[src/rtl/mtmr_pkg.sv]
package mtmr_pkg;
  localparam int unsigned ADDR_W = 2;

  localparam logic [ADDR_W-1:0] ADR_CNT  = 2'd0;
  localparam logic [ADDR_W-1:0] ADR_REGA = 2'd1;
  localparam logic [ADDR_W-1:0] ADR_REGB = 2'd2;
  localparam logic [ADDR_W-1:0] ADR_CTRL = 2'd3;

  // control register bit positions
  localparam int unsigned CB_C0   = 0;
  localparam int unsigned CB_MLO  = 1;
  localparam int unsigned CB_MHI  = 3;
  localparam int unsigned CB_PNDA = 4;
  localparam int unsigned CB_ENA  = 5;
  localparam int unsigned CB_PNDB = 6;
  localparam int unsigned CB_ENB  = 7;
  localparam int unsigned CTRL_W  = 8;

  typedef struct packed {
    logic is_pwm;
    logic do_toggle;
    logic is_evt;
    logic is_cap;
    logic a_on_rise;
    logic b_on_rise;
  } mode_dec_t;
endpackage

[src/rtl/mtmr_edge_sync.sv]
module mtmr_edge_sync #(
  parameter int unsigned STAGES = 2
) (
  input  logic clk,
  input  logic rst,
  input  logic pin,
  output logic rise,
  output logic fall
);
  logic [STAGES:0] sh_q;

  always_ff @(posedge clk) begin
    if (rst) sh_q <= '0;
    else     sh_q <= {sh_q[STAGES-1:0], pin};
  end

  assign rise = sh_q[STAGES-1] & ~sh_q[STAGES];
  assign fall = ~sh_q[STAGES-1] & sh_q[STAGES];
endmodule

[src/rtl/mtmr_mode_dec.sv]
module mtmr_mode_dec
  import mtmr_pkg::*;
(
  input  logic [2:0] mode,
  output mode_dec_t  dec
);
  // mode = {C3,C2,C1}
  always_comb begin
    dec.is_pwm    = (mode[2:1] == 2'b10);
    dec.do_toggle = (mode == 3'b101);
    dec.is_evt    = (mode[2:1] == 2'b00);
    dec.is_cap    = mode[1];
    dec.a_on_rise = ~mode[0];
    dec.b_on_rise = ~mode[2];
  end
endmodule

[src/rtl/mtmr_counter.sv]
module mtmr_counter #(
  parameter int unsigned W = 16
) (
  input  logic         clk,
  input  logic         rst,
  input  logic         step,
  input  logic         is_pwm,
  input  logic         do_toggle,
  input  logic         run,
  input  logic         sw_load,
  input  logic [W-1:0] sw_val,
  input  logic [W-1:0] reg_a,
  input  logic [W-1:0] reg_b,
  output logic [W-1:0] cnt,
  output logic         rld_a,
  output logic         rld_b,
  output logic         wrap,
  output logic         pwm_out
);
  logic sel_q;
  logic hit;

  assign hit   = step && (cnt == '0);
  assign rld_a = hit && is_pwm && !sel_q;
  assign rld_b = hit && is_pwm && sel_q;
  assign wrap  = hit && !is_pwm;

  always_ff @(posedge clk) begin
    if (rst) begin
      cnt     <= '0;
      sel_q   <= 1'b0;
      pwm_out <= 1'b0;
    end else begin
      if (sw_load)    cnt <= sw_val;
      else if (rld_a) cnt <= reg_a;
      else if (rld_b) cnt <= reg_b;
      else if (step)  cnt <= cnt - 1'b1;

      if (!is_pwm || !run)    sel_q <= 1'b0;
      else if (rld_a || rld_b) sel_q <= ~sel_q;

      if ((rld_a || rld_b) && do_toggle) pwm_out <= ~pwm_out;
    end
  end

  a_r2_hold_when_stopped: assert property (@(posedge clk) disable iff (rst)
    (is_pwm && !run && !sw_load) |=> $stable(cnt));
  a_r3_alternate_after_a: assert property (@(posedge clk) disable iff (rst)
    (rld_a && run) |=> sel_q);
  a_r4_no_toggle_mode: assert property (@(posedge clk) disable iff (rst)
    (!do_toggle) |=> $stable(pwm_out));
endmodule

[src/rtl/mtmr_top.sv]
module mtmr_top
  import mtmr_pkg::*;
#(
  parameter int unsigned W         = 16,
  parameter int unsigned SYNC_STGS = 2
) (
  input  logic              clk,
  input  logic              rst,
  input  logic              tick,
  input  logic              pin_a,
  input  logic              pin_b,
  input  logic              wr_en,
  input  logic [ADDR_W-1:0] wr_addr,
  input  logic [W-1:0]      wr_data,
  input  logic [ADDR_W-1:0] rd_addr,
  output logic [W-1:0]      rd_data,
  output logic              pwm_out,
  output logic              irq_a,
  output logic              irq_b
);
  localparam int unsigned NPIN = 2;

  logic [NPIN-1:0] pins, rise, fall;
  assign pins = {pin_b, pin_a};

  for (genvar g = 0; g < NPIN; g++) begin : g_sync
    mtmr_edge_sync #(.STAGES(SYNC_STGS)) u_sync (
      .clk(clk), .rst(rst), .pin(pins[g]), .rise(rise[g]), .fall(fall[g]));
  end

  logic [2:0] mode_q;
  logic       c0_q, pnda_q, ena_q, pndb_q, enb_q;
  logic [W-1:0] ra_q, rb_q, cnt;
  mode_dec_t  dec;

  mtmr_mode_dec u_dec (.mode(mode_q), .dec(dec));

  logic wr_cnt, wr_ra, wr_rb, wr_ctl;
  assign wr_cnt = wr_en && (wr_addr == ADR_CNT);
  assign wr_ra  = wr_en && (wr_addr == ADR_REGA);
  assign wr_rb  = wr_en && (wr_addr == ADR_REGB);
  assign wr_ctl = wr_en && (wr_addr == ADR_CTRL);

  logic step, rld_a, rld_b, wrap, cap_a, cap_b, set_a, set_b, set_c0;

  assign step = (dec.is_pwm && c0_q && tick)
              | (dec.is_evt && c0_q && rise[0])
              | (dec.is_cap && tick);

  mtmr_counter #(.W(W)) u_cnt (
    .clk(clk), .rst(rst), .step(step), .is_pwm(dec.is_pwm),
    .do_toggle(dec.do_toggle), .run(c0_q), .sw_load(wr_cnt),
    .sw_val(wr_data), .reg_a(ra_q), .reg_b(rb_q), .cnt(cnt),
    .rld_a(rld_a), .rld_b(rld_b), .wrap(wrap), .pwm_out(pwm_out));

  assign cap_a  = dec.is_cap && (dec.a_on_rise ? rise[0] : fall[0]);
  assign cap_b  = dec.is_cap && (dec.b_on_rise ? rise[1] : fall[1]);
  assign set_a  = rld_a | wrap | cap_a;
  assign set_b  = rld_b | (dec.is_evt && rise[1]) | cap_b;
  assign set_c0 = wrap && dec.is_cap;

  always_ff @(posedge clk) begin
    if (rst) begin
      mode_q <= '0;
      c0_q   <= 1'b0;
      pnda_q <= 1'b0;
      ena_q  <= 1'b0;
      pndb_q <= 1'b0;
      enb_q  <= 1'b0;
      ra_q   <= '0;
      rb_q   <= '0;
      irq_a  <= 1'b0;
      irq_b  <= 1'b0;
    end else begin
      if (wr_ctl) begin
        mode_q <= wr_data[CB_MHI:CB_MLO];
        ena_q  <= wr_data[CB_ENA];
        enb_q  <= wr_data[CB_ENB];
      end
      pnda_q <= set_a | (pnda_q & (!wr_ctl | wr_data[CB_PNDA]));
      pndb_q <= set_b | (pndb_q & (!wr_ctl | wr_data[CB_PNDB]));
      if (set_c0)                    c0_q <= 1'b1;
      else if (wr_ctl && dec.is_cap) c0_q <= c0_q & wr_data[CB_C0];
      else if (wr_ctl)               c0_q <= wr_data[CB_C0];

      if (cap_a)      ra_q <= cnt;
      else if (wr_ra) ra_q <= wr_data;
      if (cap_b)      rb_q <= cnt;
      else if (wr_rb) rb_q <= wr_data;

      irq_a <= pnda_q & ena_q;
      irq_b <= pndb_q & enb_q;
    end
  end

  logic [CTRL_W-1:0] ctrl_view;
  assign ctrl_view = {enb_q, pndb_q, ena_q, pnda_q, mode_q, c0_q};

  always_ff @(posedge clk) begin
    if (rst) rd_data <= '0;
    else begin
      case (rd_addr)
        ADR_CNT:  rd_data <= cnt;
        ADR_REGA: rd_data <= ra_q;
        ADR_REGB: rd_data <= rb_q;
        default:  rd_data <= {{(W-CTRL_W){1'b0}}, ctrl_view};
      endcase
    end
  end

  a_r8_set_wins_b: assert property (@(posedge clk) disable iff (rst)
    set_b |=> pndb_q);
  a_r8_set_wins_a: assert property (@(posedge clk) disable iff (rst)
    set_a |=> pnda_q);
  a_r9_irq_a_follows: assert property (@(posedge clk) disable iff (rst)
    (pnda_q && ena_q) |=> irq_a);
  a_r7_underflow_flag: assert property (@(posedge clk) disable iff (rst)
    (wrap && dec.is_cap) |=> c0_q);
  a_r6_capture_copies: assert property (@(posedge clk) disable iff (rst)
    cap_a |=> (ra_q == $past(cnt)));
  a_r10_no_stray_capture: assert property (@(posedge clk) disable iff (rst)
    (!cap_b && !wr_rb) |=> $stable(rb_q));
endmodule

[config.mk]
export PLATFORM = sky130hd
export DESIGN_NAME = mtmr_top
export DESIGN_NICKNAME = d
export VERILOG_FILES = /design/src/rtl/mtmr_pkg.sv /design/src/rtl/mtmr_edge_sync.sv /design/src/rtl/mtmr_mode_dec.sv /design/src/rtl/mtmr_counter.sv /design/src/rtl/mtmr_top.sv
export SDC_FILE = /design/constraint.sdc
export NUM_CORES = 1
export LEC_CHECK = 0
export BUFFER_PORTS_ARGS = -buffer_cell sky130_fd_sc_hd__buf_2
export CAP_MARGIN = 20
export CORE_UTILIZATION = 45
export CTS_CLUSTER_SIZE = 25
export DETAILED_ROUTE_END_ITERATION = 6
export PLACE_DENSITY = 0.66
export SYNTH_ARGS = -nofsm -noshare
export SYNTH_HDL_FRONTEND = slang
export SYNTH_SLANG_ARGS = --single-unit
[constraint.sdc]
create_clock -name clk -period 2.1 [get_ports clk]
set_clock_uncertainty 0.2 [all_clocks]
set_input_delay 0.105 -clock clk [delete_from_list [all_inputs] [get_ports clk]]
set_output_delay 0.105 -clock clk [all_outputs]
set_load 0.05 [all_outputs]
==> flow_summary.toml <==
[grt]
grt_max_degree = 34
grt_pass1_wl_um = 19300
antenna_found_initial = 0
gr-usage-all-layers_pct = 24.9
grt_pass1_vias = 3738
overflow = 0

[pwr]
power.density_nw_per_um2 = 683
power_leakage_nw = 2.42
ir_worst_vdd_v = 0.000309

[synth]
synth_flop_cell = "dfxtp_1"
synth_warnings = 0
synth_area_um2 = 4380
seq_area_frac_synth_pct = 37.5
async_flop_share_pct = 0
syn_nets = 512
synth_cell_types = 59
ys_seq_elements = 82
postSynthAreaPerCell_um2 = 9.05
netlist_instances = 484
synth_edf_count = 0

[cells_and_area]
diodes = 0
finalNetCount = 596
synthToLayoutAreaGrowth_pct = 26.1
drive_above_1_share_pct = 29.5

[sta]
drv_slew = 0
final-setup-viol-count = 0
layout_setup_ws_ps = 5.58
rsz0062_at_grt = "yes"
slew_headroom_pct = 69.2
fin_crit_sh_pct = 99.7
period_needed_ps = 2090
setup-tns-final_ps = 0
max_freq_mhz = 477
worstMarginPinSlew_ps = 462
hold_violations = 0

[floorplanning]
start_util_pct = 47.0
die_w_um = 101
dieArea_um2 = 10100
core_area_um2 = 9330
die_y_um = 101
pin_count = 45
placementRows = 35

[worst_setup_path]
cp_data_required_time_ps = 2200
path_class = "register to register"
crit_family = "compound AO/OA/AOI/OAI gates"
worst-path-buf-inv = 1
crit_path_start_kind = "register"
cp_max_fo = 9
crit_slowest_cell = "or3b_1"
startpoint = "g_sync[0].u_sync.sh_q[1]"
cp-end-kind = "register"
path_cells = "or3b_1 -> o211a_1 -> buf_12 -> o2bb2ai_1 -> a311o_1 -> a21oi_1"
rr_startpoint = "g_sync[0].u_sync.sh_q[1]"
arrival_ps = 2200
max_stage_delay_ps = 390

[placed_design]
place.gp.congestion = 0.933
dp_hpwl_um = 8260
place_ws_ps = -56.4
port-buffer-count = 44

[outcome]
status = "finished, final reports clean"

[clocking]
cts_root_buffer = "clkbuf_8"
cts_tree = "built"
cts.clk_slew.worst_paths_ps = 90
clockBufferDepth = 2
htree_levels = 3
cts.sinks = 82
clk_latency_ps = 380
numCtsBuffers = 9

[run]
drv_cap = 0

[min_path]
hp-class = "input pin to register"
hp-start = "rd_addr[0]"

[routing]
num_vias = 3846
finalWirelength_um = 11900
drtIter0Drc = 181
ant_nets = 0
wl_per_cell_um = 16.9
drcViolationCount = 0
viasPerCell = 5.48
firstDrtPassIters = 4
==> cells in the mapped netlist, types with 14 or more instances <==
library cell / n / area (um2)
dfxtp_1: 82 / 1640
nor2_1: 73 / 274
mux2i_1: 46 / 460
a211oi_1: 32 / 240
clkbuf_1: 26 / 97.6
a21oi_1: 22 / 110
nand2_1: 22 / 82.6
o21ai_0: 18 / 90.1
nor2b_1: 16 / 100
nor3_1: 14 / 70.1
==> routing by layer <==
layer | wire length [um] | vias to the layer above | global-route usage, %
met3 | 416 | 18 | 3.54
li1 | - | 1914 | -
met5 | 0 | - | 0
met2 | 5520 | 85 | 39.1
met4 | 227 | 0 | 10.3
met1 | 5700 | 1829 | 34.3
==> cells in the final DEF (no fill, tap or decap), drive strengths merged, types with 4 or more instances in the layout <==
cell | netlist | layout
or3 | 4 | 4
nor3b | 5 | 5
nand2 | 22 | 22
buf | 18 | 96
nor2b | 16 | 16
xnor2 | 9 | 9
a211oi | 32 | 32
nor3 | 16 | 16
nor4 | 4 | 4
mux4 | 8 | 8
inv | 3 | 4
o22ai | 5 | 5
nor2 | 74 | 74
dlygate4sd3 | 0 | 21
dfxtp | 82 | 82
mux2i | 46 | 46
o21ai | 20 | 20
nand2b | 4 | 4
a2111oi | 5 | 5
nand3 | 8 | 8
a21oi | 22 | 22
mux2 | 9 | 9
xor2 | 4 | 4
or3b | 4 | 4
and3 | 8 | 8
clkbuf | 26 | 11
==> final cells by class <==
class                   count  area, um2
well taps                 129        161
clock buffers              11        151
flip-flops and latches     82       1650
inverters                   3       13.8
clock inverters             5       83.8
fillers                   846       3800
multi-input cells         355       2620
repair buffers            117        845
==> flip-flops by register name (all words and copies together) (netlist names) <==
register	count
irq_a	1
ena_q	1
enb_q	1
u_cnt.sel_q	1
u_cnt.pwm_out	1
irq_b	1
ra_q	16
pnda_q	1
g_sync.u_sync.sh_q	6
u_cnt.cnt	16
pndb_q	1
mode_q	3
rb_q	16
c0_q	1
rd_data	16
==> kinds of logic after synthesis <==
family / count (synthesis) / synth area share (%)
XOR/XNOR: 13 / 2.60
AND/OR/NAND/NOR: 177 / 21.5
AO/OA/AOI/OAI: 100 / 15.5
flip-flops: 82 / 37.5
multiplexers: 63 / 17.0
buffers and inverters: 47 / 5.34
adder cells (fa/ha/maj): 2 / 0.571
==> stage by stage <==
| stage | hold WS (ps) | power (mW) | util (%) | cells | cell area [um2] |
|---|---|---|---|---|---|
| floorplan | 33.2 | 2.15 | - | 484 | 4390 |
| global placement | 112 | 2.35 | 53.1 | 664 | 4950 |
| detailed placement | 120 | 2.36 | 53.1 | 664 | 4950 |
| CTS | 42.9 | 3.73 | 57.9 | 701 | 5400 |
| global route | 61.2 | 3.92 | 59.2 | 702 | 5520 |
| finish | 55.9 | 3.77 | 59.2 | 702 | 5520 |
==> worst register-to-register path: stages (launching register included) <==
cell	delay, ps
dfxtp_1	360
or3b_1	390
o211a_1	330
buf_12	180
o2bb2ai_1	130
a311o_1	330
a21oi_1	110
==> final timing paths <==
| kind | end | slack [ps] | cells after the start |
|---|---|---|---|
| setup / recovery | u_cnt.cnt[7] | 6 | 6 |
| hold / removal | rd_data[14] | 60 | 4 |
| setup reg to reg | u_cnt.cnt[7] | 6 | 6 |
| hold reg to reg | irq_a | 240 | 2 |
==> timing repair <==
item                                    CTS  global route
gates resized for setup                   2            41
hold buffers                             21             0
endpoints found under the setup margin    4            18
buffers inserted                          0             1
pin swaps                                 1             6
hold endpoints to repair                 61             0
==> report_power, final <==
group	switching, mW	internal (mW)	leakage (nW)
sequential	0.0548	1.62	0.668
combinational	0.386	0.352	1.64
clock	0.624	0.739	0.112
Note: power is estimated with default switching activity, not from simulation.
